==> src/rtl/exc_pkg.sv <==
package exc_pkg;

   localparam int NUM_REQ   = 7;
   localparam int NUM_BANKS = 5;
   localparam int BANK_W    = $clog2(NUM_BANKS);

   typedef enum logic [2:0] {
      K_RST  = 3'd0,
      K_UND  = 3'd1,
      K_SWI  = 3'd2,
      K_PABT = 3'd3,
      K_DABT = 3'd4,
      K_IRQ  = 3'd5,
      K_FIQ  = 3'd6,
      K_NONE = 3'd7
   } exc_kind_e;

   typedef struct packed {
      logic              ok;
      logic [BANK_W-1:0] idx;
   } bank_sel_t;

   localparam logic [4:0] MODE_USR = 5'b10000;
   localparam logic [4:0] MODE_FIQ = 5'b10001;
   localparam logic [4:0] MODE_IRQ = 5'b10010;
   localparam logic [4:0] MODE_SVC = 5'b10011;
   localparam logic [4:0] MODE_ABT = 5'b10111;
   localparam logic [4:0] MODE_UND = 5'b11011;
   localparam logic [4:0] MODE_SYS = 5'b11111;

   localparam int PSR_T = 5;
   localparam int PSR_F = 6;
   localparam int PSR_I = 7;

   function automatic logic [7:0] kind_vector(exc_kind_e k);
      case (k)
         K_UND:   return 8'h04;
         K_SWI:   return 8'h08;
         K_PABT:  return 8'h0C;
         K_DABT:  return 8'h10;
         K_IRQ:   return 8'h18;
         K_FIQ:   return 8'h1C;
         default: return 8'h00;
      endcase
   endfunction

   function automatic logic [4:0] kind_mode(exc_kind_e k);
      case (k)
         K_UND:          return MODE_UND;
         K_PABT, K_DABT: return MODE_ABT;
         K_IRQ:          return MODE_IRQ;
         K_FIQ:          return MODE_FIQ;
         default:        return MODE_SVC;
      endcase
   endfunction

   function automatic logic [BANK_W-1:0] kind_bank(exc_kind_e k);
      case (k)
         K_UND:          return BANK_W'(1);
         K_PABT, K_DABT: return BANK_W'(2);
         K_IRQ:          return BANK_W'(3);
         K_FIQ:          return BANK_W'(4);
         default:        return BANK_W'(0);
      endcase
   endfunction

   // Link offset: chosen so that one return sequence per kind fits both states.
   function automatic logic [3:0] link_add(exc_kind_e k, logic narrow);
      case (k)
         K_DABT:       return 4'd8;
         K_UND, K_SWI: return narrow ? 4'd2 : 4'd4;
         default:      return 4'd4;
      endcase
   endfunction

   function automatic logic [3:0] ret_sub(exc_kind_e k);
      case (k)
         K_UND, K_SWI: return 4'd0;
         K_DABT:       return 4'd8;
         default:      return 4'd4;
      endcase
   endfunction

   function automatic bank_sel_t mode_to_bank(logic [4:0] m);
      bank_sel_t s;
      s.ok  = 1'b1;
      s.idx = '0;
      case (m)
         MODE_SVC: s.idx = BANK_W'(0);
         MODE_UND: s.idx = BANK_W'(1);
         MODE_ABT: s.idx = BANK_W'(2);
         MODE_IRQ: s.idx = BANK_W'(3);
         MODE_FIQ: s.idx = BANK_W'(4);
         default:  s.ok  = 1'b0;
      endcase
      return s;
   endfunction

endpackage

==> src/rtl/exc_pick.sv <==
module exc_pick
   import exc_pkg::*;
#(
   parameter int HONOR_MASKS = 1
) (
   input  logic [NUM_REQ-1:0] req,
   input  logic               irq_off,
   input  logic               fiq_off,
   output exc_kind_e          grant,
   output logic               grant_any
);

   logic [NUM_REQ-1:0] eff;

   generate
      if (HONOR_MASKS != 0) begin : g_mask
         always_comb begin
            eff             = req;
            eff[int'(K_IRQ)] = req[int'(K_IRQ)] & ~irq_off;
            eff[int'(K_FIQ)] = req[int'(K_FIQ)] & ~fiq_off;
         end
      end else begin : g_nomask
         logic unused_masks;
         assign unused_masks = irq_off ^ fiq_off;
         assign eff = req;
      end
   endgenerate

   always_comb begin
      grant = K_NONE;
      if      (eff[int'(K_RST)])  grant = K_RST;
      else if (eff[int'(K_DABT)]) grant = K_DABT;
      else if (eff[int'(K_FIQ)])  grant = K_FIQ;
      else if (eff[int'(K_IRQ)])  grant = K_IRQ;
      else if (eff[int'(K_PABT)]) grant = K_PABT;
      else if (eff[int'(K_UND)])  grant = K_UND;
      else if (eff[int'(K_SWI)])  grant = K_SWI;
      grant_any = (grant != K_NONE);
   end

   // a granted kind was actually requested on its line
   always_comb begin
      if (grant_any) begin
         a_r2_grant_requested: assert (req[grant] == 1'b1)
            else $error("R2: grant without request");
      end
   end

endmodule

==> src/rtl/exc_bank.sv <==
module exc_bank
   import exc_pkg::*;
#(
   parameter int XLEN = 32
) (
   input  logic              clk,
   input  logic              rst_n,
   input  logic              wr_en,
   input  logic [BANK_W-1:0] wr_idx,
   input  logic [XLEN-1:0]   wr_lr,
   input  logic [XLEN-1:0]   wr_psr,
   input  exc_kind_e         wr_kind,
   input  logic [BANK_W-1:0] rd_idx,
   output logic [XLEN-1:0]   rd_lr,
   output logic [XLEN-1:0]   rd_psr,
   output exc_kind_e         rd_kind
);

   logic [XLEN-1:0] lr_q   [NUM_BANKS];
   logic [XLEN-1:0] psr_q  [NUM_BANKS];
   exc_kind_e       kind_q [NUM_BANKS];

   always_ff @(posedge clk) begin
      if (!rst_n) begin
         for (int i = 0; i < NUM_BANKS; i++) begin
            lr_q[i]   <= '0;
            psr_q[i]  <= '0;
            kind_q[i] <= K_SWI;
         end
      end else if (wr_en) begin
         lr_q[wr_idx]   <= wr_lr;
         psr_q[wr_idx]  <= wr_psr;
         kind_q[wr_idx] <= wr_kind;
      end
   end

   always_comb begin
      rd_lr   = '0;
      rd_psr  = '0;
      rd_kind = K_SWI;
      if (int'(rd_idx) < NUM_BANKS) begin
         rd_lr   = lr_q[rd_idx];
         rd_psr  = psr_q[rd_idx];
         rd_kind = kind_q[rd_idx];
      end
   end

   // a saved entry is what the bank holds on the following cycle
   a_r7_bank_store: assert property (@(posedge clk) disable iff (!rst_n)
      wr_en |=> (lr_q[$past(wr_idx)] == $past(wr_lr)) &&
                (psr_q[$past(wr_idx)] == $past(wr_psr)))
      else $error("R7: bank write lost");

endmodule

==> src/rtl/exc_seq.sv <==
module exc_seq
   import exc_pkg::*;
#(
   parameter int XLEN        = 32,
   parameter int HONOR_MASKS = 1
) (
   input  logic                clk,
   input  logic                rst_n,
   input  logic [6:0]          exc_req,
   input  logic                ret_go,
   input  logic [XLEN-1:0]     cur_pc,
   input  logic [XLEN-1:0]     cur_psr,
   output logic                lr_we,
   output logic [2:0]          lr_bank,
   output logic [XLEN-1:0]     lr_data,
   output logic                spsr_we,
   output logic [2:0]          spsr_bank,
   output logic [XLEN-1:0]     spsr_data,
   output logic                psr_we,
   output logic [XLEN-1:0]     psr_data,
   output logic                pc_we,
   output logic [XLEN-1:0]     pc_data
);

   generate
      if (XLEN < 8) begin : g_bad_xlen
         $error("exc_seq: XLEN must be at least 8");
      end
      if (HONOR_MASKS != 0 && HONOR_MASKS != 1) begin : g_bad_mask
         $error("exc_seq: HONOR_MASKS must be 0 or 1");
      end
      if (BANK_W != 3 || NUM_REQ != 7) begin : g_bad_pkg
         $error("exc_seq: port widths assume 7 requests and 3-bit bank index");
      end
   endgenerate

   exc_kind_e       grant;
   logic            grant_any;
   bank_sel_t       cur_bank;
   logic [XLEN-1:0] rd_lr;
   logic [XLEN-1:0] rd_psr;
   exc_kind_e       rd_kind;
   logic            bank_wr;
   logic            take_exit;
   logic [XLEN-1:0] ent_psr;
   logic [XLEN-1:0] ent_lr;
   logic [XLEN-1:0] ext_pc;

   exc_pick #(.HONOR_MASKS(HONOR_MASKS)) u_pick (
      .req       (exc_req),
      .irq_off   (cur_psr[PSR_I]),
      .fiq_off   (cur_psr[PSR_F]),
      .grant     (grant),
      .grant_any (grant_any)
   );

   always_comb begin
      cur_bank  = mode_to_bank(cur_psr[4:0]);
      bank_wr   = grant_any && (grant != K_RST);
      take_exit = ret_go && !grant_any && cur_bank.ok;

      ent_psr        = cur_psr;
      ent_psr[4:0]   = kind_mode(grant);
      ent_psr[PSR_T] = 1'b0;
      ent_psr[PSR_I] = 1'b1;
      if (grant == K_RST || grant == K_FIQ) ent_psr[PSR_F] = 1'b1;

      ent_lr = cur_pc + XLEN'(link_add(grant, cur_psr[PSR_T]));
      ext_pc = rd_lr - XLEN'(ret_sub(rd_kind));
   end

   exc_bank #(.XLEN(XLEN)) u_bank (
      .clk     (clk),
      .rst_n   (rst_n),
      .wr_en   (bank_wr),
      .wr_idx  (kind_bank(grant)),
      .wr_lr   (ent_lr),
      .wr_psr  (cur_psr),
      .wr_kind (grant),
      .rd_idx  (cur_bank.idx),
      .rd_lr   (rd_lr),
      .rd_psr  (rd_psr),
      .rd_kind (rd_kind)
   );

   always_ff @(posedge clk) begin
      if (!rst_n) begin
         lr_we     <= 1'b0;
         lr_bank   <= '0;
         lr_data   <= '0;
         spsr_we   <= 1'b0;
         spsr_bank <= '0;
         spsr_data <= '0;
         psr_we    <= 1'b0;
         psr_data  <= '0;
         pc_we     <= 1'b0;
         pc_data   <= '0;
      end else begin
         lr_we     <= bank_wr;
         spsr_we   <= bank_wr;
         lr_bank   <= bank_wr ? kind_bank(grant) : '0;
         spsr_bank <= bank_wr ? kind_bank(grant) : '0;
         lr_data   <= bank_wr ? ent_lr : '0;
         spsr_data <= bank_wr ? cur_psr : '0;
         psr_we    <= grant_any || take_exit;
         pc_we     <= grant_any || take_exit;
         if (grant_any) begin
            psr_data <= ent_psr;
            pc_data  <= XLEN'(kind_vector(grant));
         end else if (take_exit) begin
            psr_data <= rd_psr;
            pc_data  <= ext_pc;
         end else begin
            psr_data <= '0;
            pc_data  <= '0;
         end
      end
   end

   // every bank write comes with a wide-state, IRQ-masked status
   a_r3_entry_state: assert property (@(posedge clk) disable iff (!rst_n)
      lr_we |-> psr_we && pc_we && !psr_data[PSR_T] && psr_data[PSR_I])
      else $error("R3: entry status wrong");

   // entry target is a word-aligned low vector
   a_r4_vector: assert property (@(posedge clk) disable iff (!rst_n)
      lr_we |-> (pc_data[XLEN-1:5] == '0) && (pc_data[1:0] == 2'b00))
      else $error("R4: vector out of range");

   // saved status and return address go to the same bank together
   a_r6_pair: assert property (@(posedge clk) disable iff (!rst_n)
      spsr_we |-> lr_we && (spsr_bank == lr_bank))
      else $error("R6: bank writes split");

   // a return from an unbanked mode is dropped
   a_r8_unbanked_ret: assert property (@(posedge clk) disable iff (!rst_n)
      (ret_go && (exc_req == '0) &&
       (cur_psr[4:0] == MODE_USR || cur_psr[4:0] == MODE_SYS)) |=> !pc_we)
      else $error("R8: return accepted from unbanked mode");

   // a quiet cycle produces no writes
   a_r9_idle: assert property (@(posedge clk) disable iff (!rst_n)
      ((exc_req == '0) && !ret_go) |=> !lr_we && !spsr_we && !psr_we && !pc_we)
      else $error("R9: write without cause");

endmodule

==> config.mk <==
export PLATFORM = sky130hd
export DESIGN_NAME = exc_seq
export DESIGN_NICKNAME = d
export VERILOG_FILES = /design/src/rtl/exc_pkg.sv /design/src/rtl/exc_pick.sv /design/src/rtl/exc_bank.sv /design/src/rtl/exc_seq.sv
export SDC_FILE = /design/constraint.sdc
export NUM_CORES = 1
export LEC_CHECK = 0
export ABC_AREA = 1
export BUFFER_PORTS_ARGS = -buffer_cell sky130_fd_sc_hd__buf_2
export CORE_MARGIN = 2
export CORE_UTILIZATION = 35
export CTS_CLUSTER_DIAMETER = 50
export DETAILED_ROUTE_END_ITERATION = 7
export HOLD_SLACK_MARGIN = 0.1
export PLACE_DENSITY = 0.55
export SLEW_MARGIN = 20
export SYNTH_ARGS = -nofsm -noshare
export SYNTH_HDL_FRONTEND = slang
export SYNTH_SLANG_ARGS = --single-unit
==> constraint.sdc <==
create_clock -name clk -period 11.5 [get_ports clk]
set_clock_uncertainty 0.05 [all_clocks]
set_input_delay 1.725 -clock clk [delete_from_list [all_inputs] [get_ports clk]]
set_output_delay 1.725 -clock clk [all_outputs]
set_load 0.05 [all_outputs]
# == After elaboration in Yosys (flattened, before gate mapping) ==
# Memories as Yosys holds them, arrays and structs flattened.
# Cells that the tools add are included.
# word_totals
mem_bits_rw,335
input_bits,74
mem_count,3
ff_bits,133
# op_classes
n_addsub,2
n_reduce_logical,18
bitwise_logic,7
order_cmp,1
n_mux,36
n_eq_ne,15
# mem_list
name,depth,width,read_ports,rd_ports_with_merged_regs,write_ports,line,rtl
u_bank.lr_q,5,32,1,0,5,exc_bank.sv:19,logic [XLEN-1:0] lr_q [NUM_BANKS];
u_bank.psr_q,5,32,1,0,5,exc_bank.sv:20,logic [XLEN-1:0] psr_q [NUM_BANKS];
u_bank.kind_q,5,3,1,0,5,exc_bank.sv:21,exc_kind_e kind_q [NUM_BANKS];
# op_table
op,n
two-way mux 32 bit,6
OR reduction 32 bit,2
two-way mux 3 bit,13
adder 32 x 4 -> 32 bit,1
subtractor 32 x 4 -> 32 bit,1
one-hot mux 5 bit (6 select lines),1
"equality test 5 bit, second input constant",5
one-hot mux 3 bit (4 select lines),2
two-way mux 8 bit,2
one-hot mux 4 bit (2 select lines),2
one-hot mux 4 bit (4 select lines),1
"equality test 3 bit, second input constant",4
"equality test 3 x 2 -> 1 bit, second input constant",3
two-way mux 1 bit,9
"equality test 3 x 1 -> 1 bit, second input constant",2
OR reduction 2 bit,3
OR reduction 3 bit,2
inverter 1 bit,5
OR reduction 5 bit,1
OR reduction 4 bit,1
logical AND 1 bit,3
zero test 3 bit,1
"less-than comparator 3 bit, second input constant",1
"inequality test 3 bit, second input constant",1
5 further kinds,7

# == Logic depth before layout (Yosys ltp) ==
# logic_depth
word_depth,14
depth_mapped,27
depth_no_buf,25

# == Cells and area by module ==
# Synthesis repeated with hierarchy kept, for this count alone.
# hier_totals
hier_cells,2365
area_unflattened_um2,20917.6
# by_module_without_submodules
mod,seq_area_each_um2,n_inst,area_per_inst_um2,cells_per_inst
exc_bank,10059.6,1,14705.4,1458
exc_seq,2662.6,1,6115.9,885
exc_pick,0.0,1,96.3,22

# == Worst setup path before layout ==
# OpenSTA, ideal clock, no wires.
# synth_path
kind,input to register
start,in cur_psr[6]
end,mem u_bank.kind_q[4][0] (netlist name) (enable)
arrival_time_ns,4.293
stages,10
setup_slack_ns,6.449
setup_time_ns,0.707
n_path_buf,3
path_cell_list,inv_1 -> nand2_1 -> a41oi_2 -> inv_1 -> clkbuf_1 -> nor2_1 -> nand2_1 -> clkbuf_1 -> clkbuf_1 -> nand2_1
# synth_lines
item,line,rtl
start: declaration,exc_seq.sv:12,"input logic [XLEN-1:0] cur_psr,"
end: declaration,exc_bank.sv:21,

# == Final worst setup path ==
# layout_path
start,in cur_psr[4]
end,reg pc_data[19]
# layout_between
elab_chain_len,8
word_cells_on_any_way,22
cone_classes,add/sub: 1; order compare: 1; eq/ne: 8; mux: 5; bitwise: 1; reduce/logical: 4; memory: 2
# layout_rtl
item,line,rtl
equality test 5 bit,exc_pkg.sv:88,case (m)
one-hot mux 3 bit (4 select lines),exc_pkg.sv:88,
less-than comparator 3 bit / memory (5 x 3 bit) (equally long branches),--,
two-way mux 3 bit,exc_bank.sv:41,if (int'(rd_idx) < NUM_BANKS) begin
equality test 3 x 1 -> 1 bit / equality test 3 x 2 -> 1 bit (equally long branches),exc_pkg.sv:77,case (k)
OR reduction 2 bit,exc_pkg.sv:77,
one-hot mux 4 bit (2 select lines),exc_pkg.sv:77,
subtractor 32 x 4 -> 32 bit,exc_seq.sv:69,ext_pc = rd_lr - XLEN'(ret_sub(rd_kind));
end signal: assignment,exc_seq.sv:109,pc_data <= XLEN'(kind_vector(grant));
end signal: assignment,exc_seq.sv:112,pc_data <= ext_pc;
end: declaration,exc_seq.sv:22,output logic [XLEN-1:0] pc_data
# Parallel ways exist; a longest one is shown, timed or not.
# A chain may end at the register's enable or synchronous reset.

==> impl_metrics.csv <==
group,metric,value,unit
logic_synthesis,synthMuxAreaShare,0.0947,%
layout,syn_to_final_growth,18.2,%
status,status,"complete, no violations",
pwr,p_int,0.00332,W
timing,maxSlewHeadroom,27.3,%
logic_synthesis,ys_ff_latch,486,
pwr,combPwrFrac,9.7,%
global_routing,grt_use_total,20.1,%
clock_tree,htree_levels,3,
clock_tree,holdBufCountCts,0,
setup_path,crit_type,"input pin to flop",
pwr,p_seq_share,45.6,%
setup_path,end_kind,"flop",
clock_tree,cts_tree,"built",
setup_path,crit_top_cell,"nand2_1",
detailed_routing,dr_wl_met3,4.33,mm
place,port_buffers,211,
detailed_routing,top_layer_used,"met4",
setup_path,slowest_delay,0.73,ns
timing,fin_crit_sh,57.1,%
layout,drive_gt1_share,16.2,%
clock_tree,numCtsBuffers,66,
layout,seq_area,0.0133,mm^2
logic_synthesis,postSynth.asyncResetShare,0,%
logic_synthesis,synth_ff_type,"edfxtp_1",
global_routing,grt_pass1_wl,95.5,mm
clock_tree,cts.sinks,486,
clock_tree,ctsRootBufferMaster,"clkbuf_16",
logic_synthesis,synth_top_cell_by_area,"edfxtp_1",
logic_synthesis,synth.top_cells.by_area,"edfxtp_1, dfxtp_1, nor2_1, nand2_1, inv_1",
detailed_routing,first_iter_violations,1222,
timing,rsz0062_at_grt,"no",
layout,diodes,0,
logic_synthesis,synth_top_area_share,50.2,%
clock_tree,ctsResizeCount,0,
detailed_routing,vias,16100,
layout,multi_input_area,0.00654,mm^2
logic_synthesis,synth.most_common_cell,"nor2_1",
pwr,power.density,178,mW/mm^2
setup_path,crit_fanout,136,
job,max-cap-violations,0,
logic_synthesis,synth_xor_area_share,0.995,%
floorplanning,io_pins,212,
timing,drv_slew,0,
detailed_routing,via_per_inst,4.95,
logic_synthesis,synth-edff-count,353,
detailed_routing,ant_nets,0,
global_routing,grt_start_max_net_pins,137,
logic_synthesis,synth_compound_area_share,6.58,%
timing,finalSetupTns,0,ns
logic_synthesis,synthCells,2206,
floorplanning,die_height,250,um
logic_synthesis,yosys.area_share.simple,22.1,%
detailed_routing,totalWireLength,63.0,mm
place,placed_area,0.0228,mm^2
floorplanning,chipWidth,250,um
logic_synthesis,synth.distinct_cells,55,
setup_path,crit_family,"simple AND/OR/NAND/NOR gates",
logic_synthesis,synthTopCellsByCount,"nor2_1, nand2_1, edfxtp_1",
setup_path,r2r_slack,8.52,ns
setup_path,cp-start-kind,"input pin",
detailed_routing,dr.pass1.iters,5,
setup_path,rr_startpoint,"u_bank.kind_q[2][0]",
setup_path,r2r-end,"pc_data[19]",
timing,hold_violations,0,
clock_tree,clock_path_buffers,3,
layout,fillers,5865,
floorplanning,dieArea,0.0624,mm^2
clock_tree,post_cts_buffers,0,
logic_synthesis,ys_seq_area_share,62.8,%
place,gp_congestion,0.849,
timing,fmax,0.152,GHz
global_routing,antenna_found_initial,0,
pwr,leakage,10.7,nW
clock_tree,path_clk_slew,0.06,ns
setup_path,reg2reg_depth,16,
logic_synthesis,yosys_warnings,0,
setup_path,arrival,7.05,ns
logic_synthesis,syn_avg_cell_area,9.58,um^2
setup_path,crit_start,"cur_psr[4]",
floorplanning,start_util,35.2,%
clock_tree,insertion_delay,0.61,ns
setup_path,cp.depth,21,
worst_hold_path,hold_class,"flop to flop",
layout,fin_nets,2494,
setup_path,cp_num_buf_inv,5,
detailed_routing,drc_errors,0,
pwr,clkPwrFrac,44.7,%
timing,setup_viol,0,
global_routing,grt_pass1_vias,16000,
detailed_routing,routedWlPerCell,19.4,um
global_routing,grt_remaining_overflow,0,
timing,worst_pin_slew,1.08,ns
floorplanning,fp.coreArea,0.0600,mm^2
logic_synthesis,synth_top_family_by_area,"simple AND/OR/NAND/NOR gates",
pwr,switching_power,0.00114,W
layout,design_area,0.0250,mm^2
detailed_routing,met1Wirelength,26.5,mm
pwr,swShare,25.5,%
setup_path,crit_required,11.98,ns
setup_path,path_cells,"buf_2, nand2_2, inv_2, nand3_4, nand2_8, inv_2, buf_4, nand2_1, a22o_1, o21a_1, inv_1, ha_1, nand2_1, nand4_1, nor2_1, nand2_2, nor2_4, nand2_1, nand2_1, nand2_1, nor2_1",
logic_synthesis,syn_area,0.0211,mm^2
setup_path,cp-endpoint,"pc_data[19]",
setup_path,slowest_stage,"inv_2",
floorplanning,row_count,90,
timing,post-route-min-period,6.57,ns
pwr,ir_drop,0.118,mV
logic_synthesis,synthAdderAreaFrac,0.486,%
place,hpwl,38.1,mm
detailed_routing,met2_wirelength,30.2,mm
[stage by stage]
step	setup slack (ns)	power (W)	util (%)	hold slack, ns	instances
2_1_floorplan	6.45	0.00235	-	0.419	2230
3_3_place_gp	4.60	0.00249	38.0	0.465	3127
3_5_place_dp	4.47	0.00250	38.0	0.469	3127
4_1_cts	5.09	0.00450	41.6	0.491	3246
5_1_grt	4.56	0.00461	41.6	0.507	3246
6_report	4.93	0.00446	41.6	0.486	3246
[worst min path at each step]
| stage | from | end | slack (ns) | cells after the start |
|---|---|---|---|---|
| finish | u_bank.psr_q[4][14] | psr_data[14] | 0.49 | 2 |
| global route | u_bank.psr_q[4][14] | psr_data[14] | 0.51 | 2 |
| CTS | u_bank.psr_q[4][8] | psr_data[8] | 0.49 | 2 |
| detailed placement | u_bank.psr_q[4][14] | psr_data[14] | 0.47 | 2 |
| global placement | u_bank.psr_q[4][14] | psr_data[14] | 0.47 | 2 |
| floorplan | u_bank.psr_q[4][0] | psr_data[0] | 0.42 | 2 |
[logic make-up (layout without fill, tap and decap cells)]
logic type / after synthesis / after routing
simple gates: 1116 / 1116
flops: 486 / 486
buf+inv: 340 / 574
compound gates: 229 / 229
xor+xnor: 24 / 24
fa+ha+maj: 7 / 7
other cells: 2 / 26
mux: 2 / 2
[routing by layer]
metal / up-vias / GRT usage, %
li1: 7666 / -
met1: 7672 / 25.6
met2: 592 / 34.0
met3: 122 / 3.74
met4: 0 / 7.62
met5: - / 0
[layout by cell type (no fill, tap or decap), types with 11 or more instances in the layout]
cell         n
nor2_2      16
a21oi_1     36
dfxtp_1    133
buf_4       19
nand2_2     11
nand3b_1    19
nand2_1    387
o22ai_1     49
clkinv_1    12
a22oi_1     22
clkbuf_16   68
nand3_1    106
nor2_1     518
buf_2      211
edfxtp_1   353
o21ai_0     89
xor2_1      20
nand4_1     18
conb_1      26
inv_2       13
inv_1      208
[sequential cells by signal, summed over array words and instances, names as in the netlist]
name	flops
spsr_we	1
u_bank.kind_q	15
spsr_bank	3
pc_data	32
lr_data	32
psr_data	32
pc_we	1
u_bank.psr_q	160
spsr_data	32
u_bank.lr_q	178
[power by group through the flow]
stage / Clock (W) / Combinational, W / Sequential (W)
detailed placement: 0 / 0.000431 / 0.00207
global placement: 0 / 0.000428 / 0.00207
global route: 0.00210 / 0.000470 / 0.00204
CTS: 0.00203 / 0.000433 / 0.00203
finish: 0.00199 / 0.000431 / 0.00203
floorplan: 0 / 0.000222 / 0.00213
[layout make-up]
class                      instances  share of cell area [%]
clock buffer                      86                    7.45
clock inverter                    33                    1.15
inverter                         225                    3.39
multi-input combinational       1404                    26.2
sequential                       486                    53.1
tap                              782                    3.92
timing repair buffer             230                    4.80
[worst reg2reg max path, stage by stage, from the launching register on]
cell,delay (ns)
edfxtp_1,0.41
o21ai_0,0.18
o22ai_1,0.12
mux2i_1,0.18
nand2_1,0.10
nor2_1,0.25
inv_1,0.08
ha_1,0.30
nand2_1,0.07
nand4_1,0.23
nor2_1,0.32
nand2_2,0.17
nor2_4,0.17
nand2_1,0.09
nand2_1,0.06
nand2_1,0.04
nor2_1,0.11
No activity file was read; power rests on OpenSTA's default activity.
